--- src/rtl/asp_pkg.sv ---
// Package: shared types for the serial audio port receiver.
// Assumes: nothing beyond the IEEE 1800-2017 language.
package asp_pkg;

    // Framing selector: delayed-MSB (I2S) or left-justified.
    typedef enum logic {
        FMT_I2S = 1'b0,
        FMT_LJ  = 1'b1
    } asp_fmt_e;

    // One bit-clock rising edge as seen by the deframer.
    typedef struct packed {
        logic rise;   // an SCLK rising edge occurred
        logic lr;     // word-select level at that edge
        logic dat;    // data bit sampled at that edge
    } asp_evt_t;

endpackage

--- src/rtl/asp_clkgen.sv ---
// Module: asp_clkgen
// Generates the master-mode bit clock and word-select clock from a tick
// counter. One frame is FRAME_TICKS ticks; the bit clock is ticks/2 and
// word select is the counter MSB, inverted for left-justified framing so
// that the first half-frame is always the left slot. A tick is every clk
// cycle, or every second cycle when div2 is set.
// Assumes: FRAME_TICKS is a power of two; div2 and fmt change only in reset.
module asp_clkgen
    import asp_pkg::*;
#(
    parameter int FRAME_TICKS = 128
) (
    input  logic     clk,
    input  logic     rst_n,
    input  logic     div2,
    input  asp_fmt_e fmt,
    output logic     sclk_o,
    output logic     lrck_o,
    output logic     rise_o
);
    localparam int CNT_W = $clog2(FRAME_TICKS);

    logic             ph_q;
    logic             tick;
    logic [CNT_W-1:0] cnt_q;

    // Tick phase: alternates under div2, otherwise parked at zero.
    always_ff @(posedge clk) begin
        if (!rst_n) ph_q <= 1'b0;
        else        ph_q <= div2 ? ~ph_q : 1'b0;
    end

    assign tick = ~div2 | ph_q;

    // Frame counter: advances one step per tick, wraps each frame.
    always_ff @(posedge clk) begin
        if (!rst_n)    cnt_q <= '0;
        else if (tick) cnt_q <= cnt_q + 1'b1;
    end

    assign sclk_o = cnt_q[0];
    assign lrck_o = cnt_q[CNT_W-1] ^ (fmt == FMT_LJ);
    assign rise_o = tick & ~cnt_q[0];

    AST_LRCK_ON_FALL: assert property (@(posedge clk) disable iff (!rst_n)
        ($stable(fmt) && !$stable(lrck_o)) |-> $fell(sclk_o));

    AST_DIV2_LOW_TWO: assert property (@(posedge clk) disable iff (!rst_n)
        (div2 && $past(div2) && $past(div2, 2) && $rose(sclk_o)) |-> !$past(sclk_o, 2));

endmodule

--- src/rtl/asp_frontend.sv ---
// Module: asp_frontend
// Turns either the generated clocks (master) or the pin clocks (slave)
// into one registered stream of bit events. Slave pins pass a
// SYNC_STAGES-deep synchronizer and a rising edge is found by comparing
// with the previous synchronized bit clock. In master mode data is taken
// straight from the pin on the cycle the generated bit clock rises.
// Assumes: slave SCLK phases last at least two clk cycles; SYNC_STAGES >= 2.
module asp_frontend
    import asp_pkg::*;
#(
    parameter int SYNC_STAGES = 2
) (
    input  logic     clk,
    input  logic     rst_n,
    input  logic     master,
    input  logic     sclk_pin,
    input  logic     lrck_pin,
    input  logic     sdin,
    input  logic     gen_rise,
    input  logic     gen_lrck,
    output asp_evt_t ev_o
);
    logic [SYNC_STAGES-1:0][2:0] sync_q;
    logic                        sclk_prev_q;
    logic [2:0]                  pins_s;
    asp_evt_t                    ev_d;

    // Synchronizer: shifts {sclk, lrck, sdin} through SYNC_STAGES flops.
    always_ff @(posedge clk) begin
        if (!rst_n) begin
            sync_q <= '0;
        end else begin
            sync_q[0] <= {sclk_pin, lrck_pin, sdin};
            for (int s = 1; s < SYNC_STAGES; s++) sync_q[s] <= sync_q[s-1];
        end
    end

    assign pins_s = sync_q[SYNC_STAGES-1];

    // Edge memory: last synchronized bit-clock level.
    always_ff @(posedge clk) begin
        if (!rst_n) sclk_prev_q <= 1'b0;
        else        sclk_prev_q <= pins_s[2];
    end

    // Source select between generated and pin clocks.
    always_comb begin
        if (master) begin
            ev_d.rise = gen_rise;
            ev_d.lr   = gen_lrck;
            ev_d.dat  = sdin;
        end else begin
            ev_d.rise = pins_s[2] & ~sclk_prev_q;
            ev_d.lr   = pins_s[1];
            ev_d.dat  = pins_s[0];
        end
    end

    // Event register: one registered event per bit-clock rising edge.
    always_ff @(posedge clk) begin
        if (!rst_n) ev_o <= '0;
        else        ev_o <= ev_d;
    end

    AST_EV_SPACED: assert property (@(posedge clk) disable iff (!rst_n)
        ev_o.rise |=> (!ev_o.rise || !$stable(master)));

endmodule

--- src/rtl/asp_deframer.sv ---
// Module: asp_deframer
// Builds words from bit events. A change of word select between two
// events opens a new slot; the slot position then selects which bit of
// the 24-bit word the event fills (MSB at position 0 for left-justified,
// position 1 for I2S). At each slot opening the finished word is filed as
// left or right by its word-select level; a right word completing a left
// word that was itself properly opened publishes the pair.
// Assumes: events are at least two cycles apart.
module asp_deframer
    import asp_pkg::*;
#(
    parameter int WORD_W = 24,
    parameter int POS_W  = 6
) (
    input  logic              clk,
    input  logic              rst_n,
    input  asp_fmt_e          fmt,
    input  asp_evt_t          ev,
    output logic [WORD_W-1:0] left_o,
    output logic [WORD_W-1:0] right_o,
    output logic              valid_o
);
    localparam int K_W = POS_W + 2;

    logic              have_prev_q, prev_lr_q, slot_ok_q, left_ok_q;
    logic [POS_W-1:0]  pos_q;
    logic [WORD_W-1:0] word_q, left_hold_q;
    logic              lj, left_lvl, edge_c, prev_left;
    logic [K_W-1:0]    k_cont;
    logic [WORD_W-1:0] word_cont, word_fin, word_fresh;
    logic [POS_W-1:0]  pos_inc;

    // Write bit b at data index k (0 = MSB); indexes past the word are dropped.
    function automatic logic [WORD_W-1:0] put_bit(input logic [WORD_W-1:0] w,
                                                  input logic [K_W-1:0] k,
                                                  input logic b);
        logic [WORD_W-1:0] r;
        r = w;
        for (int i = 0; i < WORD_W; i++) begin
            if (k == K_W'(WORD_W - 1 - i)) r[i] = b;
        end
        return r;
    endfunction

    // Slot decode: edge detection, bit index and the candidate words.
    always_comb begin
        lj         = (fmt == FMT_LJ);
        left_lvl   = lj;
        edge_c     = ev.rise && have_prev_q && (ev.lr != prev_lr_q);
        prev_left  = (prev_lr_q == left_lvl);
        k_cont     = lj ? K_W'(pos_q) + 1'b1 : K_W'(pos_q);
        word_cont  = put_bit(word_q, k_cont, ev.dat);
        word_fin   = lj ? word_q : word_cont;
        word_fresh = lj ? {ev.dat, {(WORD_W-1){1'b0}}} : '0;
        pos_inc    = (pos_q == '1) ? pos_q : pos_q + 1'b1;
    end

    // Slot tracker: position, word assembly and word-select memory.
    always_ff @(posedge clk) begin
        if (!rst_n) begin
            have_prev_q <= 1'b0;
            prev_lr_q   <= 1'b0;
            slot_ok_q   <= 1'b0;
            pos_q       <= '0;
            word_q      <= '0;
        end else if (ev.rise) begin
            have_prev_q <= 1'b1;
            prev_lr_q   <= ev.lr;
            if (edge_c) begin
                slot_ok_q <= 1'b1;
                pos_q     <= '0;
                word_q    <= word_fresh;
            end else begin
                pos_q     <= pos_inc;
                word_q    <= word_cont;
            end
        end
    end

    // Pairing and publish: files finished words and strobes complete frames.
    always_ff @(posedge clk) begin
        if (!rst_n) begin
            left_ok_q   <= 1'b0;
            left_hold_q <= '0;
            left_o      <= '0;
            right_o     <= '0;
            valid_o     <= 1'b0;
        end else begin
            valid_o <= 1'b0;
            if (edge_c) begin
                if (prev_left) begin
                    left_ok_q   <= slot_ok_q;
                    left_hold_q <= word_fin;
                end else begin
                    left_ok_q <= 1'b0;
                    if (slot_ok_q && left_ok_q) begin
                        left_o  <= left_hold_q;
                        right_o <= word_fin;
                        valid_o <= 1'b1;
                    end
                end
            end
        end
    end

    AST_VALID_ONE_CYCLE: assert property (@(posedge clk) disable iff (!rst_n)
        valid_o |=> !valid_o);

    AST_DATA_HELD: assert property (@(posedge clk) disable iff (!rst_n)
        !valid_o |-> ($stable(left_o) && $stable(right_o)));

    AST_PUBLISH_AFTER_EDGE: assert property (@(posedge clk) disable iff (!rst_n)
        valid_o |-> ($past(ev.rise) && $past(have_prev_q)));

endmodule

--- src/rtl/audio_serial_rx.sv ---
// Module: audio_serial_rx (top)
// Stereo serial audio port receiver with master or slave clocking,
// a master-clock divide-by-two, releasable clock outputs and I2S or
// left-justified framing. Outputs one 24-bit word per channel per frame.
// Assumes: configuration inputs are changed only while rst_n is low.
module audio_serial_rx
    import asp_pkg::*;
#(
    parameter int WORD_W      = 24,
    parameter int FRAME_TICKS = 128,
    parameter int SYNC_STAGES = 2
) (
    input  logic              clk,
    input  logic              rst_n,
    input  logic              master_en,
    input  logic              mclk_div2,
    input  logic              fmt_lj,
    input  logic              bus_hiz,
    input  logic              sclk_in,
    input  logic              lrck_in,
    input  logic              sdin,
    output logic              sclk_out,
    output logic              lrck_out,
    output logic              clk_oe,
    output logic [WORD_W-1:0] left_data,
    output logic [WORD_W-1:0] right_data,
    output logic              sample_valid
);
    localparam int SLOT_SCLKS = FRAME_TICKS / 4;
    localparam int POS_W      = $clog2(SLOT_SCLKS) + 1;

    asp_fmt_e fmt;
    logic     gen_rise;
    asp_evt_t ev;

    assign fmt    = asp_fmt_e'(fmt_lj);
    assign clk_oe = master_en & ~bus_hiz;

    asp_clkgen #(.FRAME_TICKS(FRAME_TICKS)) u_clkgen (
        .clk    (clk),
        .rst_n  (rst_n),
        .div2   (mclk_div2),
        .fmt    (fmt),
        .sclk_o (sclk_out),
        .lrck_o (lrck_out),
        .rise_o (gen_rise)
    );

    asp_frontend #(.SYNC_STAGES(SYNC_STAGES)) u_frontend (
        .clk      (clk),
        .rst_n    (rst_n),
        .master   (master_en),
        .sclk_pin (sclk_in),
        .lrck_pin (lrck_in),
        .sdin     (sdin),
        .gen_rise (gen_rise),
        .gen_lrck (lrck_out),
        .ev_o     (ev)
    );

    asp_deframer #(.WORD_W(WORD_W), .POS_W(POS_W)) u_deframer (
        .clk     (clk),
        .rst_n   (rst_n),
        .fmt     (fmt),
        .ev      (ev),
        .left_o  (left_data),
        .right_o (right_data),
        .valid_o (sample_valid)
    );

    AST_OE_RELEASED: assert property (@(posedge clk) disable iff (!rst_n)
        (bus_hiz || !master_en) |-> !clk_oe);

endmodule

--- config.mk ---
export PLATFORM = sky130hd
export DESIGN_NAME = audio_serial_rx
export DESIGN_NICKNAME = d
export VERILOG_FILES = /design/src/rtl/asp_pkg.sv /design/src/rtl/asp_clkgen.sv /design/src/rtl/asp_frontend.sv /design/src/rtl/asp_deframer.sv /design/src/rtl/audio_serial_rx.sv
export SDC_FILE = /design/constraint.sdc
export NUM_CORES = 1
export LEC_CHECK = 0
export ABC_AREA = 0
export BUFFER_PORTS_ARGS = -buffer_cell sky130_fd_sc_hd__buf_2
export CORE_ASPECT_RATIO = 0.9
export CORE_MARGIN = 2
export CORE_UTILIZATION = 25
export DETAILED_ROUTE_END_ITERATION = 7
export HOLD_SLACK_MARGIN = 0.08
export PLACE_DENSITY_LB_ADDON = 0.05
export SETUP_SLACK_MARGIN = 0.05
export SYNTH_ARGS = -nofsm -noshare
export SYNTH_HDL_FRONTEND = slang
export SYNTH_HIERARCHICAL = 1
export SYNTH_SLANG_ARGS = --single-unit
--- constraint.sdc ---
create_clock -name clk -period 2 [get_ports clk]
set_input_delay 0.2 -clock clk [delete_from_list [all_inputs] [get_ports clk]]
set_output_delay 0.2 -clock clk [all_outputs]
set_load 0.01 [all_outputs]
==> results.md <==
* Layout cells sized above 1 at a little under a third
* Crit end category: flop
* Number of synthesized register bits at between 100 and 150
* Die height at 147 um
* Status: complete, no violations
* First-pass GRT wire length at 28.61 mm
* Synthesis warning total at 6
* Clk Latency, worst-skew pair at approximately 420 ps
* CTS Sinks at 125
* Cell Chain, Critical Path: buf_12 > or4_4 > nor2_4 > o21ai_2 > mux2i_1 > buf_4 > a21oi_1
* Initial Utilization at approximately a quarter
* Residual DRC at 0
* Min-delay worst type: in2reg
* Clk root buf: clkbuf_16
* Nets at approximately 780
* Total congestion overflow at 0
* Drt first-iter violations at 240
* Post-Syn Instances at roughly 650
* 1st-pass router iterations at 4
* Count leader, synth: dfxtp_1
* Post-synth top flop: dfxtp_1
* Setup Skew at 9.854 ps
* Max_cap viols at 0
* # port buffers at 60
* Pins Over Slew Limit at 0
* Antenna cells at 0
* H-tree depth at 4
* Maximum fanout along the worst path at 9
* Slew @ Worst Pin at about 570 ps
* Critical Path RT at 2290 ps
* Setup_tns at 0 ps
* Largest cells by area after synthesis: dfxtp_1, a21oi_1, mux2i_1
* Fmax at 518.9 MHz
* Setup Viol. Count Final at 0
* Wire per inst at between 15 and 20 um
* Synthesized Nets at 657
* Wirelength, routed at around 18 mm
* Longest Clk Path Bufs at 2
* Post-synth EDFFs at 0
* GP Congestion at ~0.81
* Critical path class: reg2reg
* Multi-input gate area at 3027 um^2
* Final HPWL DP at 12.31 mm
* Antenna violations before repair at 0
* Part of the Yosys area used for sequential elements at between 40% and 50%
* Slowest cell delay on critical path at ~600 ps
* Fill count at around 2,300
* Gr usage total at approximately 15%
* # IOs at just over 60
* Hold depth at 2
* CTS Buf Count at 17
* Vias per cell at just under 5
* Register Area at about 2500 um^2
* Core area at 22,380 um^2
* Synthesized cell area at ~5700 um^2
* RSZ-0062 raised after global routing: true
* Mean post-synth cell area at between 8 and 9 um^2
* R2R cell count at 7
* CP max-delay cell: or4_4
* Via count at approximately 5,200
* Asr flop ratio synth at 0%
* CTS tree: built
* Antenna-violating nets left at 0
* Die width at approximately 160 um
* Layout area overhead at 33.77%
* Placed Area at 6625 um^2
* Vias in the first global route at 5,090
* Final instance area at about 7600 um^2
* Pwr/cell area at roughly 800 nW/um^2
* Post-synth top area share at between 40% and 50%
* Worst vdd ir at 0.5594 mV
* Most frequent cells after synthesis: dfxtp_1, a21oi_1, nand2_1
* Rel. slew slack at around 62%
* Final-report hold violation count at 0
* Pin count of the biggest net entering global routing at between 70 and 80
* Standby leakage power at slightly below 0.003 uW
* Period utilisation layout at between 90% and 100%
* Rows at 52
* WP data arrival at between 2000 and 2500 ps
* Startpoint type of the worst setup path: flop
* Die area at 23,940 um^2
* Tmin final at approximately 1900 ps
* Netlist cell types at 77
* Cell taking the most area after synthesis: dfxtp_1
* Worst-path clk slew at approximately 70 ps
## cells in the final DEF (no fill, tap or decap), types with 4 or more instances in the layout
cell type,count
a211oi_2,6
o211ai_1,4
nand3b_1,4
and2_1,9
nor3_1,4
inv_6,4
a21o_1,5
nor2b_1,5
nand2_1,75
buf_4,78
mux2i_1,27
o21ai_1,7
buf_6,4
clkbuf_16,18
o31ai_1,5
nor2_1,33
or4_1,5
o21a_1,4
clkinvlp_4,4
o21ai_0,46
nand2b_1,4
nand3_1,14
inv_1,8
a31oi_1,8
nor4_1,5
a21oi_1,74
dfxtp_1,120
a211oi_1,7
a32o_1,10
buf_2,61
nor2_4,4
nand4_1,12
dlygate4sd3_1,4
## per-stage QoR
| stage | power, uW | std cells | hold WS, ps | worst slack, ps | utilization [%] |
|---|---|---|---|---|---|
| floorplan | 2793 | 646 | 321.7 | 90.78 | - |
| global placement | 2931 | 1021 | 407.5 | -58.58 | 29.60 |
| detailed placement | 2932 | 1021 | 410.8 | -76.44 | 29.60 |
| CTS | 6120 | 1066 | 100.8 | 37.22 | 32.89 |
| global route | 6305 | 1075 | 101.9 | 8.439 | 33.95 |
| finish | 6057 | 1075 | 111.7 | 73.02 | 33.95 |
## worst paths after layout
path	from	endpoint	slack, ps
hold reg to reg	u_frontend/sync_q[0]$_SDFF_PN0_	u_frontend/pins_s[0]$_SDFF_PN0_	430
setup / recovery	u_deframer/pos_q[0]$_SDFFE_PN0P_	u_deframer/right_o[15]$_SDFFE_PN0P_	70
setup reg to reg	u_deframer/pos_q[0]$_SDFFE_PN0P_	u_deframer/right_o[15]$_SDFFE_PN0P_	70
hold / removal	master_en	u_frontend/ev_o[2]$_SDFF_PN0_	110
## layer usage
metal  GRT usage (%)  part of all wire [%]  up-vias
met1           21.38                    50     2538
met5               0                     0        -
met3           2.569                   2.9       20
met2           24.24                    46       95
li1                -                     -     2583
met4           4.602                   1.2        0
## power breakdown
group | total [uW] | internal [uW] | switching, uW
Sequential | 2540 | 2510 | 21.8
Combinational | 390 | 159 | 231
Clock | 3130 | 1860 | 1270
## what timing repair did
item | in CTS | in global routing
endpoints found under the setup margin | 35 | 55
gates cloned | 0 | 2
pin swaps | 3 | 13
hold buffers | 4 | 0
buffers inserted | 9 | 8
endpoints found under the hold margin | 6 | 0
gates resized for setup | 12 | 39
## cell type report
| class | count | area share [%] |
|---|---|---|
| multi-input cells | 460 | 39.83 |
| flip-flops and latches | 125 | 33.08 |
| repair buffers | 151 | 13.96 |
| clock buffers | 18 | 5.648 |
| well taps | 297 | 4.890 |
| clock inverters | 14 | 2.091 |
| inverters | 10 | 0.4940 |
## state kept, by name, indices dropped and copies added (netlist names)
name and count:
u_clkgen/ph_q 1, u_frontend/sclk_prev_q 1, u_deframer/left_hold_q 24, u_deframer/left_o 24
u_deframer/have_prev_q 1, u_deframer/valid_o 1, u_deframer/right_o 24, u_clkgen/cnt_q 7
u_deframer/pos_q 6, u_deframer/word_q 24, u_deframer/left_ok_q 1, u_frontend/sync_q 3
u_frontend/pins_s 3, u_frontend/ev_o 3, u_deframer/slot_ok_q 1, u_deframer/prev_lr_q 1
## worst max-delay path, delay by kind of cell, from the launching register on
family / cells / cell delay, ps
AO/OA/AOI/OAI: 2 / 150
buffers and inverters: 2 / 290
flip-flops: 1 / 360
multiplexers: 1 / 170
AND/OR/NAND/NOR: 2 / 820
## cell families after synthesis
kind of cell	count (synthesis)	share of synthesized area [%]
flip-flops	125	44.05
XOR/XNOR	6	1.057
AND/OR/NAND/NOR	212	19.54
multiplexers	29	5.110
buffers and inverters	61	5.551
AO/OA/AOI/OAI	211	24.25
adder cells (fa/ha/maj)	2	0.4405
No activity file was read; power rests on OpenSTA's default activity.
